### src/rtl/csr_exec_pkg.sv
package csr_exec_pkg;

    typedef enum logic [1:0] {
        OP_NONE  = 2'b00,
        OP_WRITE = 2'b01,
        OP_SET   = 2'b10,
        OP_CLEAR = 2'b11
    } csr_op_e;

    typedef enum logic {
        ST_IDLE   = 1'b0,
        ST_RETIRE = 1'b1
    } retire_state_e;

    localparam int unsigned ADDR_W = 12;
    localparam int unsigned IDX_W  = 5;

    localparam logic [ADDR_W-1:0] ADDR_SCRATCH = 12'h0C0;
    localparam logic [ADDR_W-1:0] ADDR_COUNT   = 12'h0C1;
    localparam logic [ADDR_W-1:0] ADDR_CONST   = 12'hC00;

endpackage

### src/rtl/csr_access_decode.sv
module csr_access_decode
    import csr_exec_pkg::*;
#(
    parameter int unsigned XLEN = 32
) (
    input  logic              exec_valid,
    input  logic [2:0]        func_code,
    input  logic [IDX_W-1:0]  rd_idx,
    input  logic [IDX_W-1:0]  src_idx,
    input  logic [XLEN-1:0]   src_val,
    input  logic [ADDR_W-1:0] csr_addr,
    input  logic              addr_hit,
    input  logic [XLEN-1:0]   old_val,
    output logic              rd_stb,
    output logic              wr_stb,
    output logic [XLEN-1:0]   wr_data,
    output logic              trap_now
);

    csr_op_e         op;
    logic            use_imm;
    logic            want_rd;
    logic            want_wr;
    logic            read_only;
    logic [XLEN-1:0] operand;

    assign op        = csr_op_e'(func_code[1:0]);
    assign use_imm   = func_code[2];
    assign read_only = (csr_addr[ADDR_W-1 -: 2] == 2'b11);

    always_comb begin
        if (use_imm) begin
            operand = {{(XLEN-IDX_W){1'b0}}, src_idx};
        end else if (src_idx == '0) begin
            operand = '0;
        end else begin
            operand = src_val;
        end
    end

    always_comb begin
        want_rd = 1'b0;
        want_wr = 1'b0;
        wr_data = old_val;
        unique case (op)
            OP_NONE: begin
                want_rd = 1'b0;
                want_wr = 1'b0;
            end
            OP_WRITE: begin
                want_rd = (rd_idx != '0);
                want_wr = 1'b1;
                wr_data = operand;
            end
            OP_SET: begin
                want_rd = 1'b1;
                want_wr = (src_idx != '0);
                wr_data = old_val | operand;
            end
            OP_CLEAR: begin
                want_rd = 1'b1;
                want_wr = (src_idx != '0);
                wr_data = old_val & ~operand;
            end
            default: begin
                want_rd = 1'b0;
                want_wr = 1'b0;
            end
        endcase
    end

    assign trap_now = exec_valid && (want_rd || want_wr) &&
                      (!addr_hit || (want_wr && read_only));
    assign rd_stb   = exec_valid && want_rd && !trap_now;
    assign wr_stb   = exec_valid && want_wr && !trap_now;

endmodule

### src/rtl/csr_demo_file.sv
module csr_demo_file
    import csr_exec_pkg::*;
#(
    parameter int unsigned  XLEN     = 32,
    parameter logic [XLEN-1:0] RO_VALUE = 32'h1234ABCD
) (
    input  logic              clk,
    input  logic              rst_n,
    input  logic [ADDR_W-1:0] csr_addr,
    input  logic              rd_stb,
    input  logic              wr_stb,
    input  logic [XLEN-1:0]   wr_data,
    output logic              addr_hit,
    output logic [XLEN-1:0]   old_val
);

    localparam int unsigned CNT_W = XLEN / 2;

    logic [XLEN-1:0]  scratch_q;
    logic [CNT_W-1:0] rd_count_q;
    logic [CNT_W-1:0] wr_count_q;

    always_comb begin
        addr_hit = 1'b1;
        unique case (csr_addr)
            ADDR_SCRATCH: old_val = scratch_q;
            ADDR_COUNT:   old_val = {rd_count_q, wr_count_q};
            ADDR_CONST:   old_val = RO_VALUE;
            default: begin
                addr_hit = 1'b0;
                old_val  = '0;
            end
        endcase
    end

    always_ff @(posedge clk or negedge rst_n) begin
        if (!rst_n) begin
            scratch_q  <= '0;
            rd_count_q <= '0;
            wr_count_q <= '0;
        end else begin
            if (wr_stb && csr_addr == ADDR_SCRATCH) begin
                scratch_q <= wr_data;
            end
            if (rd_stb && csr_addr == ADDR_COUNT) begin
                rd_count_q <= rd_count_q + 1'b1;
            end
            if (wr_stb && csr_addr == ADDR_COUNT) begin
                wr_count_q <= wr_count_q + 1'b1;
            end
        end
    end

endmodule

### src/rtl/csr_retire_fsm.sv
module csr_retire_fsm
    import csr_exec_pkg::*;
#(
    parameter int unsigned XLEN = 32
) (
    input  logic             clk,
    input  logic             rst_n,
    input  logic             exec_valid,
    input  logic             rd_stb,
    input  logic             trap_now,
    input  logic [IDX_W-1:0] rd_idx,
    input  logic [XLEN-1:0]  old_val,
    output logic             done,
    output logic             rd_we,
    output logic [XLEN-1:0]  rd_data,
    output logic             trap
);

    retire_state_e state_q;
    retire_state_e state_d;

    always_comb begin
        state_d = state_q;
        unique case (state_q)
            ST_IDLE:   state_d = exec_valid ? ST_RETIRE : ST_IDLE;
            ST_RETIRE: state_d = exec_valid ? ST_RETIRE : ST_IDLE;
            default:   state_d = ST_IDLE;
        endcase
    end

    always_ff @(posedge clk or negedge rst_n) begin
        if (!rst_n) begin
            state_q <= ST_IDLE;
        end else begin
            state_q <= state_d;
        end
    end

    always_ff @(posedge clk or negedge rst_n) begin
        if (!rst_n) begin
            rd_we   <= 1'b0;
            rd_data <= '0;
            trap    <= 1'b0;
        end else if (exec_valid) begin
            rd_we   <= rd_stb && (rd_idx != '0);
            rd_data <= rd_stb ? old_val : '0;
            trap    <= trap_now;
        end else begin
            rd_we   <= 1'b0;
            rd_data <= '0;
            trap    <= 1'b0;
        end
    end

    assign done = (state_q == ST_RETIRE);

endmodule

### src/rtl/csr_exec_unit.sv
module csr_exec_unit
    import csr_exec_pkg::*;
#(
    parameter int unsigned     XLEN     = 32,
    parameter logic [XLEN-1:0] RO_VALUE = 32'h1234ABCD
) (
    input  logic              clk,
    input  logic              rst_n,
    input  logic              exec_valid,
    input  logic [2:0]        func_code,
    input  logic [4:0]        rd_idx,
    input  logic [4:0]        src_idx,
    input  logic [XLEN-1:0]   src_val,
    input  logic [11:0]       csr_addr,
    output logic              csr_rd_stb,
    output logic              csr_wr_stb,
    output logic [XLEN-1:0]   csr_wr_data,
    output logic              done,
    output logic              rd_we,
    output logic [XLEN-1:0]   rd_data,
    output logic              trap
);

    logic            addr_hit;
    logic [XLEN-1:0] old_val;
    logic            trap_now;

    csr_access_decode #(.XLEN(XLEN)) u_decode (
        .exec_valid (exec_valid),
        .func_code  (func_code),
        .rd_idx     (rd_idx),
        .src_idx    (src_idx),
        .src_val    (src_val),
        .csr_addr   (csr_addr),
        .addr_hit   (addr_hit),
        .old_val    (old_val),
        .rd_stb     (csr_rd_stb),
        .wr_stb     (csr_wr_stb),
        .wr_data    (csr_wr_data),
        .trap_now   (trap_now)
    );

    csr_demo_file #(.XLEN(XLEN), .RO_VALUE(RO_VALUE)) u_file (
        .clk      (clk),
        .rst_n    (rst_n),
        .csr_addr (csr_addr),
        .rd_stb   (csr_rd_stb),
        .wr_stb   (csr_wr_stb),
        .wr_data  (csr_wr_data),
        .addr_hit (addr_hit),
        .old_val  (old_val)
    );

    csr_retire_fsm #(.XLEN(XLEN)) u_retire (
        .clk        (clk),
        .rst_n      (rst_n),
        .exec_valid (exec_valid),
        .rd_stb     (csr_rd_stb),
        .trap_now   (trap_now),
        .rd_idx     (rd_idx),
        .old_val    (old_val),
        .done       (done),
        .rd_we      (rd_we),
        .rd_data    (rd_data),
        .trap       (trap)
    );

endmodule

### config.mk
export PLATFORM = sky130hd
export DESIGN_NAME = csr_exec_unit
export DESIGN_NICKNAME = d
export VERILOG_FILES = /design/src/rtl/csr_exec_pkg.sv /design/src/rtl/csr_access_decode.sv /design/src/rtl/csr_demo_file.sv /design/src/rtl/csr_retire_fsm.sv /design/src/rtl/csr_exec_unit.sv
export SDC_FILE = /design/constraint.sdc
export NUM_CORES = 1
export LEC_CHECK = 0
export BUFFER_PORTS_ARGS = -buffer_cell sky130_fd_sc_hd__clkbuf_2
export CORE_AREA = 5 5 133 135
export CTS_BUF_LIST = sky130_fd_sc_hd__clkbuf_2 sky130_fd_sc_hd__clkbuf_4 sky130_fd_sc_hd__clkbuf_8
export DETAILED_ROUTE_END_ITERATION = 6
export DIE_AREA = 0 0 138 140
export GPL_TIMING_DRIVEN = 1
export SLEW_MARGIN = 20
export SYNTH_ARGS = -nofsm -noshare
export SYNTH_HDL_FRONTEND = slang
export SYNTH_HIERARCHICAL = 1
export SYNTH_SLANG_ARGS = --single-unit
### constraint.sdc
create_clock -name clk -period 3.5 [get_ports clk]
set_input_delay 0.7 -clock clk [delete_from_list [all_inputs] [get_ports clk]]
set_output_delay 0.7 -clock clk [all_outputs]
set_load 0.005 [all_outputs]
# Word level (Yosys, flattened, before mapping)
# Index checks and enable logic that the tools add are counted.
[word_totals]
ff_bits = 99
inputBits = 60
out_inout_bits = 69
elab_cells = 52
[op_classes]
addsub = 2
eq_ne = 7
n_mux = 12
bitwise_logic = 3
n_reduce_logical = 21
[op_table]
columns = ["cell", "n"]
rows = [
  ["$pmux 32 s3", 2],
  ["$mux 32", 4],
  ["$add 16x1->16 const B", 2],
  ["$and 32x32->32", 1],
  ["$not 32->32", 1],
  ["$or 32x32->32", 1],
  ["$eq 12x8->1 const B", 2],
  ["$eq 12x12->1 const B", 1],
  ["$logic_and 1x1->1", 11],
  ["$reduce_bool 5->1", 2],
  ["$eq 2x2->1 const B", 3],
  ["$pmux 1 s3", 2],
  ["$logic_not 5->1", 1],
  ["$mux 1", 4],
  ["$reduce_or 3->1", 1],
  ["$eq 2x1->1 const B", 1],
  ["$logic_not 1->1", 2],
  ["$logic_not 2->1", 1],
  ["$logic_or 1x1->1", 2],
  ["$reduce_or 2->1", 1],
]

# Depth between registers and ports, before layout
[logic_depth]
depth_word = 10
depth_mapped = 12
depth_no_buf = 10

# Hierarchy
# The synthesis kept the hierarchy.
[modules_own_cells]
columns = ["module", "n_inst", "cells_per_inst", "area_per_inst_um2", "seq_area_each_um2"]
rows = [
  ["csr_demo_file", 1, 283, 3219.3, 1601.5],
  ["csr_access_decode", 1, 197, 1268.7, 0.0],
  ["csr_retire_fsm", 1, 78, 1149.9, 875.8],
]

# Least setup slack after synthesis
# Ideal clock, no wire load.
[synth_timing]
path_type = "input-to-output"
startpoint = "input port csr_addr[5]"
endpoint = "output port csr_wr_data[17]"
t_arrival_ns = 2.577
required_time_ns = 2.800
slack_ns = 0.223
stages = 8
path_buffers = 3
cell_sequence = "or4_4 > or3_1 > buf_2 > buf_2 > buf_1 > nor2_1 > a21o_1 > a21boi_1"
[synth_via]
elab_chain_len = 4
[synth_lines]
columns = ["item", "line_no", "rtl"]
rows = [
  ["start: declaration", "csr_exec_unit.sv:14", "input logic [11:0] csr_addr,"],
  ["$eq 12x12->1 / $eq 12x8->1 (equally long branches)", "csr_demo_file.sv:25", "unique case (csr_addr)"],
  ["$pmux 32 s3 *", "csr_demo_file.sv:25", ""],
  ["net old_val[17]", "csr_exec_unit.sv:25", "logic [XLEN-1:0] old_val;"],
  ["$and 32x32->32 / $or 32x32->32 (equally long branches)", "csr_access_decode.sv:63, csr_access_decode.sv:58", ""],
  ["$pmux 32 s3 *", "csr_access_decode.sv:45", "unique case (op)"],
  ["end: declaration", "csr_exec_unit.sv:17", "output logic [XLEN-1:0] csr_wr_data,"],
]
# Mark *: on every way through the listed nets, which the timed path passes. The rest lies on a longest branch.

# Final worst setup path
[layout_timing]
startpoint = "input port csr_addr[5]"
endpoint = "output port csr_wr_data[2]"
# The elaborated chain is that of the path after synthesis.

==> impl_metrics.yaml <==
status:
  result_of_the_run: "completed"
sta:
  achievable-frequency_ghz: 0.293
  worst_hold_slack_ps: 449
  grt_setup_unrepaired: "false"
  fin_worst_skew_ps: 10.7
  report.final.hold_viol_count: 0
  final.setup.tns_ps: 0
  final.period_utilization_pct: 97.6
  timing.max_slew.rel_slack_pct: 41.3
  setup_ws_ps: 84.6
  period_minus_slack_ps: 3420
  timing_worst_slew_pin_value_ps: 881
  timing_max_transition_violations_final: 0
  finalSetupViolations: 0
final_layout:
  design.final.nets: 739
  fillerInstances: 1688
  syn2layout_area_growth_pct: 20.2
  layoutNonFillerInstCount: 900
  insertedDiodeCount: 0
  post_route_cells_drive_above_1_share_pct: 30.7
  final-seq-area_um2: 2480
  finalInstanceArea_um2: 6770
  area_of_the_multi_input_gates_um2: 2960
critical_path:
  cp.required_ps: 2800
  path_buf_inv: 3
  timing.setup.critical_path_class: "input port to primary output"
  crit_path_max_incr_delay_ps: 550
  worst_setup_path_start_kind: "input port"
  crit_family: "simple AND/OR/NAND/NOR gates"
  data_arrival_at_the_endpoint_of_the_critical_path_ps: 2720
  critPathCaptureType: "primary output"
  worst_path_max_delay_cell: "sky130_fd_sc_hd__or4_4"
  launching_instance_or_port_of_the_critical_path: "csr_addr[5]"
  worst-r2r-setup-slack_ps: 1640
  critical_path.cell_chain: "clkbuf_2 > or4_4 > or3_1 > buf_12 > o21ai_1 > a31oi_1 > a21oi_2 > clkbuf_2"
  cp_max_fo: 48
  start_of_the_worst_register_to_register_path: "u_file/wr_count_q[0]"
  timing.critical_path.mode_cell: "sky130_fd_sc_hd__clkbuf_2"
drt:
  vias: 4684
  drtIter0Drc: 283
  ant_nets: 0
  drc_errors: 0
  drt-vias-per-instance: 5.20
  highest_layer: "met5"
  wl_met2_um: 7450
  detail_route.wirelength.met1_um: 7770
  drt-total-wl_um: 16500
  drt-wirelength-per-cell_um: 18.3
  detailroute.wirelength.met3_um: 1010
  first_pass_iters: 5
die:
  dieArea_um2: 19300
  floorplan.die.height_um: 140
  core.rowCount: 47
  fp.coreArea_um2: 16300
  initial_standard_cell_utilization_of_the_core_pct: 34.5
  count_of_pins_on_the_block_boundary: 129
  fp.dieW_um: 138
power:
  power_frac_seq_pct: 52.6
  max-vdd-ir-drop_v: 0.000166
  power.static_leakage_uw: 0.00338
  powerDensity_nw_per_um2: 321
  comb_power_share_pct: 13.6
  power.share.clock_pct: 33.8
  cellInternalPower_uw: 1610
  p_sw_share_pct: 25.8
  total_switching_power_uw: 562
placed_design:
  finalWeightedCongestion: 0.841
  port_buffers: 128
  hpwl_after_detailed_placement_um: 11700
  place_inst: 886
  dp_worst_setup_slack_ps: -166
  dpl_cell_area_um2: 6580
clock_network:
  clkSinkCount: 99
  cts.root.buffer_cell: "sky130_fd_sc_hd__clkbuf_8"
  clkLatencyLatePin_ps: 370
  cts_tree: "done"
  setup_repair_bufs_after_cts: 0
  cts-root-to-sink-buffers: 2
  cts-buffers-inserted: 9
  clkSlewWorstSetupHoldPaths_ps: 80
  cts-htree-levels: 3
synth:
  seq_area_frac_synth_pct: 43.9
  yosysUniqueCellTypes: 46
  yosysTopAreaCell: "sky130_fd_sc_hd__dfrtp_1"
  synth.net_count: 620
  synth_edf_count: 0
  postSynth.asyncResetShare_pct: 100
  synth_seq_cells: 99
  post-synth-top-area-fraction_pct: 43.9
  yosysWarnings: 6
  post_synth_main_area_contributors: "sky130_fd_sc_hd__dfrtp_1, sky130_fd_sc_hd__xnor2_1, sky130_fd_sc_hd__a21oi_1, sky130_fd_sc_hd__mux2_1, sky130_fd_sc_hd__mux2i_1"
  postSynth.topFlopCell: "sky130_fd_sc_hd__dfrtp_1"
  syn_area_per_cell_um2: 10.1
  netlist_area_um2: 5640
  synthesis.instances: 558
worst_hold_path:
  min_path_type: "input port to asynchronous set/reset pin"
global_routing:
  number_of_antenna_violations_at_the_first_check_in_global_routing: 1
  grt_pass1_wl_um: 26900
  vias_in_the_first_global_route: 5026
  largest_net_degree_at_the_start_of_global_routing: 68
  overflow: 0
  grt_util_all_layers_pct: 17.1
run:
  maxCapViolations: 0
## sequential cells by signal, indices dropped and copies added (netlist names)
register           flops
u_file/wr_count_q     16
u_retire/trap          1
u_retire/rd_we         1
u_retire/done          1
u_file/scratch_q      32
u_retire/rd_data      32
u_file/rd_count_q     16
## placed cells by master, fill, tap and decap left out, types with 12 or more instances in the layout
master	instances
sky130_fd_sc_hd__a21oi_2	16
sky130_fd_sc_hd__o21ai_0	14
sky130_fd_sc_hd__dfrtp_1	99
sky130_fd_sc_hd__clkbuf_2	127
sky130_fd_sc_hd__a21oi_1	75
sky130_fd_sc_hd__and3_2	12
sky130_fd_sc_hd__mux2i_1	34
sky130_fd_sc_hd__xor2_1	14
sky130_fd_sc_hd__and3_1	26
sky130_fd_sc_hd__nand3_1	14
sky130_fd_sc_hd__xnor2_1	48
sky130_fd_sc_hd__mux2_1	31
sky130_fd_sc_hd__nand2_1	15
sky130_fd_sc_hd__nor3_1	13
sky130_fd_sc_hd__nor2_1	19
sky130_fd_sc_hd__nand2b_1	27
sky130_fd_sc_hd__buf_4	19
## cell usage after synthesis (3+ instances only)
| cell type | number |
|---|---|
| sky130_fd_sc_hd__nor4_1 | 5 |
| sky130_fd_sc_hd__o31ai_1 | 3 |
| sky130_fd_sc_hd__xnor2_1 | 48 |
| sky130_fd_sc_hd__o21ai_0 | 15 |
| sky130_fd_sc_hd__nand2_1 | 15 |
| sky130_fd_sc_hd__buf_4 | 3 |
| sky130_fd_sc_hd__a21oi_1 | 76 |
| sky130_fd_sc_hd__or3_1 | 4 |
| sky130_fd_sc_hd__inv_1 | 5 |
| sky130_fd_sc_hd__buf_2 | 19 |
| sky130_fd_sc_hd__nand3_1 | 14 |
| sky130_fd_sc_hd__mux2_2 | 6 |
| sky130_fd_sc_hd__buf_1 | 4 |
| sky130_fd_sc_hd__xor2_1 | 14 |
| sky130_fd_sc_hd__clkbuf_2 | 4 |
| sky130_fd_sc_hd__and3_1 | 26 |
| sky130_fd_sc_hd__mux2i_1 | 34 |
| sky130_fd_sc_hd__nand2b_1 | 27 |
| sky130_fd_sc_hd__dfrtp_1 | 99 |
| sky130_fd_sc_hd__a21oi_2 | 15 |
| sky130_fd_sc_hd__and3_2 | 12 |
| sky130_fd_sc_hd__a31oi_1 | 3 |
| sky130_fd_sc_hd__mux2_1 | 31 |
| sky130_fd_sc_hd__nand4_1 | 8 |
| sky130_fd_sc_hd__clkbuf_1 | 11 |
| sky130_fd_sc_hd__nor3_1 | 13 |
| sky130_fd_sc_hd__nor2_1 | 21 |
## metal layers
| layer | track usage, % | up-vias |
|---|---|---|
| li1 | - | 2200 |
| met1 | 22.9 | 2291 |
| met3 | 3.61 | 16 |
| met2 | 27.5 | 175 |
| met4 | 5.88 | 2 |
| met5 | 0 | - |
## worst paths after layout
| path | end | cells after the start |
|---|---|---|
| max | csr_wr_data[2] | 8 |
| min | u_retire/rd_data[9] | 1 |
| max reg2reg | u_file/wr_count_q[14] | 5 |
| min reg2reg | u_file/rd_count_q[15] | 1 |
| max in group asynchronous | u_file/rd_count_q[3] | 2 |
| min in group clk | u_file/rd_count_q[15] | 1 |
## metrics by stage
step | total power, uW | utilization (%)
3_3_place_gp | 1460 | 40.3
2_1_floorplan | 1330 | -
6_report | 2180 | 41.4
5_1_grt | 2270 | 41.4
4_1_cts | 2210 | 41.4
3_5_place_dp | 1470 | 40.3
## cells by family (layout without fill, tap and decap cells)
family / count (synthesis) / in the layout / share of synthesized area [%]
AOI/OAI and AO/OA: 115 / 115 / 11.5
xor gates and xnor gates: 62 / 62 / 9.63
adders and majority gates: 2 / 2 / 0.444
buffers and inverters: 47 / 169 / 4.13
DFF: 99 / 99 / 43.9
muxes: 71 / 71 / 13.4
and+or+nand+nor: 162 / 162 / 16.9
## power groups by stage
| stage | clock network [uW] | logic (uW) | registers (uW) |
|---|---|---|---|
| final | 736 | 297 | 1140 |
| after floorplan | 0 | 164 | 1170 |
| after CTS | 760 | 303 | 1140 |
| after global placement | 0 | 296 | 1170 |
| after global routing | 800 | 330 | 1140 |
| after detailed placement | 0 | 300 | 1170 |
## area by class of cell
| cell class | count | share of cell area, % |
|---|---|---|
| inverters | 5 | 0.277 |
| well taps | 220 | 4.06 |
| clock inverters | 3 | 0.591 |
| repair buffers | 150 | 12.7 |
| clock buffers | 11 | 2.14 |
| flip-flops and latches | 99 | 36.6 |
| multi-input cells | 412 | 43.7 |
## what timing repair did
| action | 4_1_cts | 5_1_grt |
|---|---|---|
| setup endpoints to repair | 1 | 1 |
| gates cloned | 0 | 0 |
| resized for setup | 2 | 1 |
| hold buffers | 0 | 0 |
| pin swaps | 0 | 0 |
## worst reg2reg max path: stages (launching register included)
cell and delay [ps]:
sky130_fd_sc_hd__dfrtp_1 450, sky130_fd_sc_hd__ha_1 250, sky130_fd_sc_hd__nand2_1 90, sky130_fd_sc_hd__nor4_1 590
sky130_fd_sc_hd__nand4_1 210, sky130_fd_sc_hd__xnor2_1 160
No activity file was read; power rests on OpenSTA's default activity.
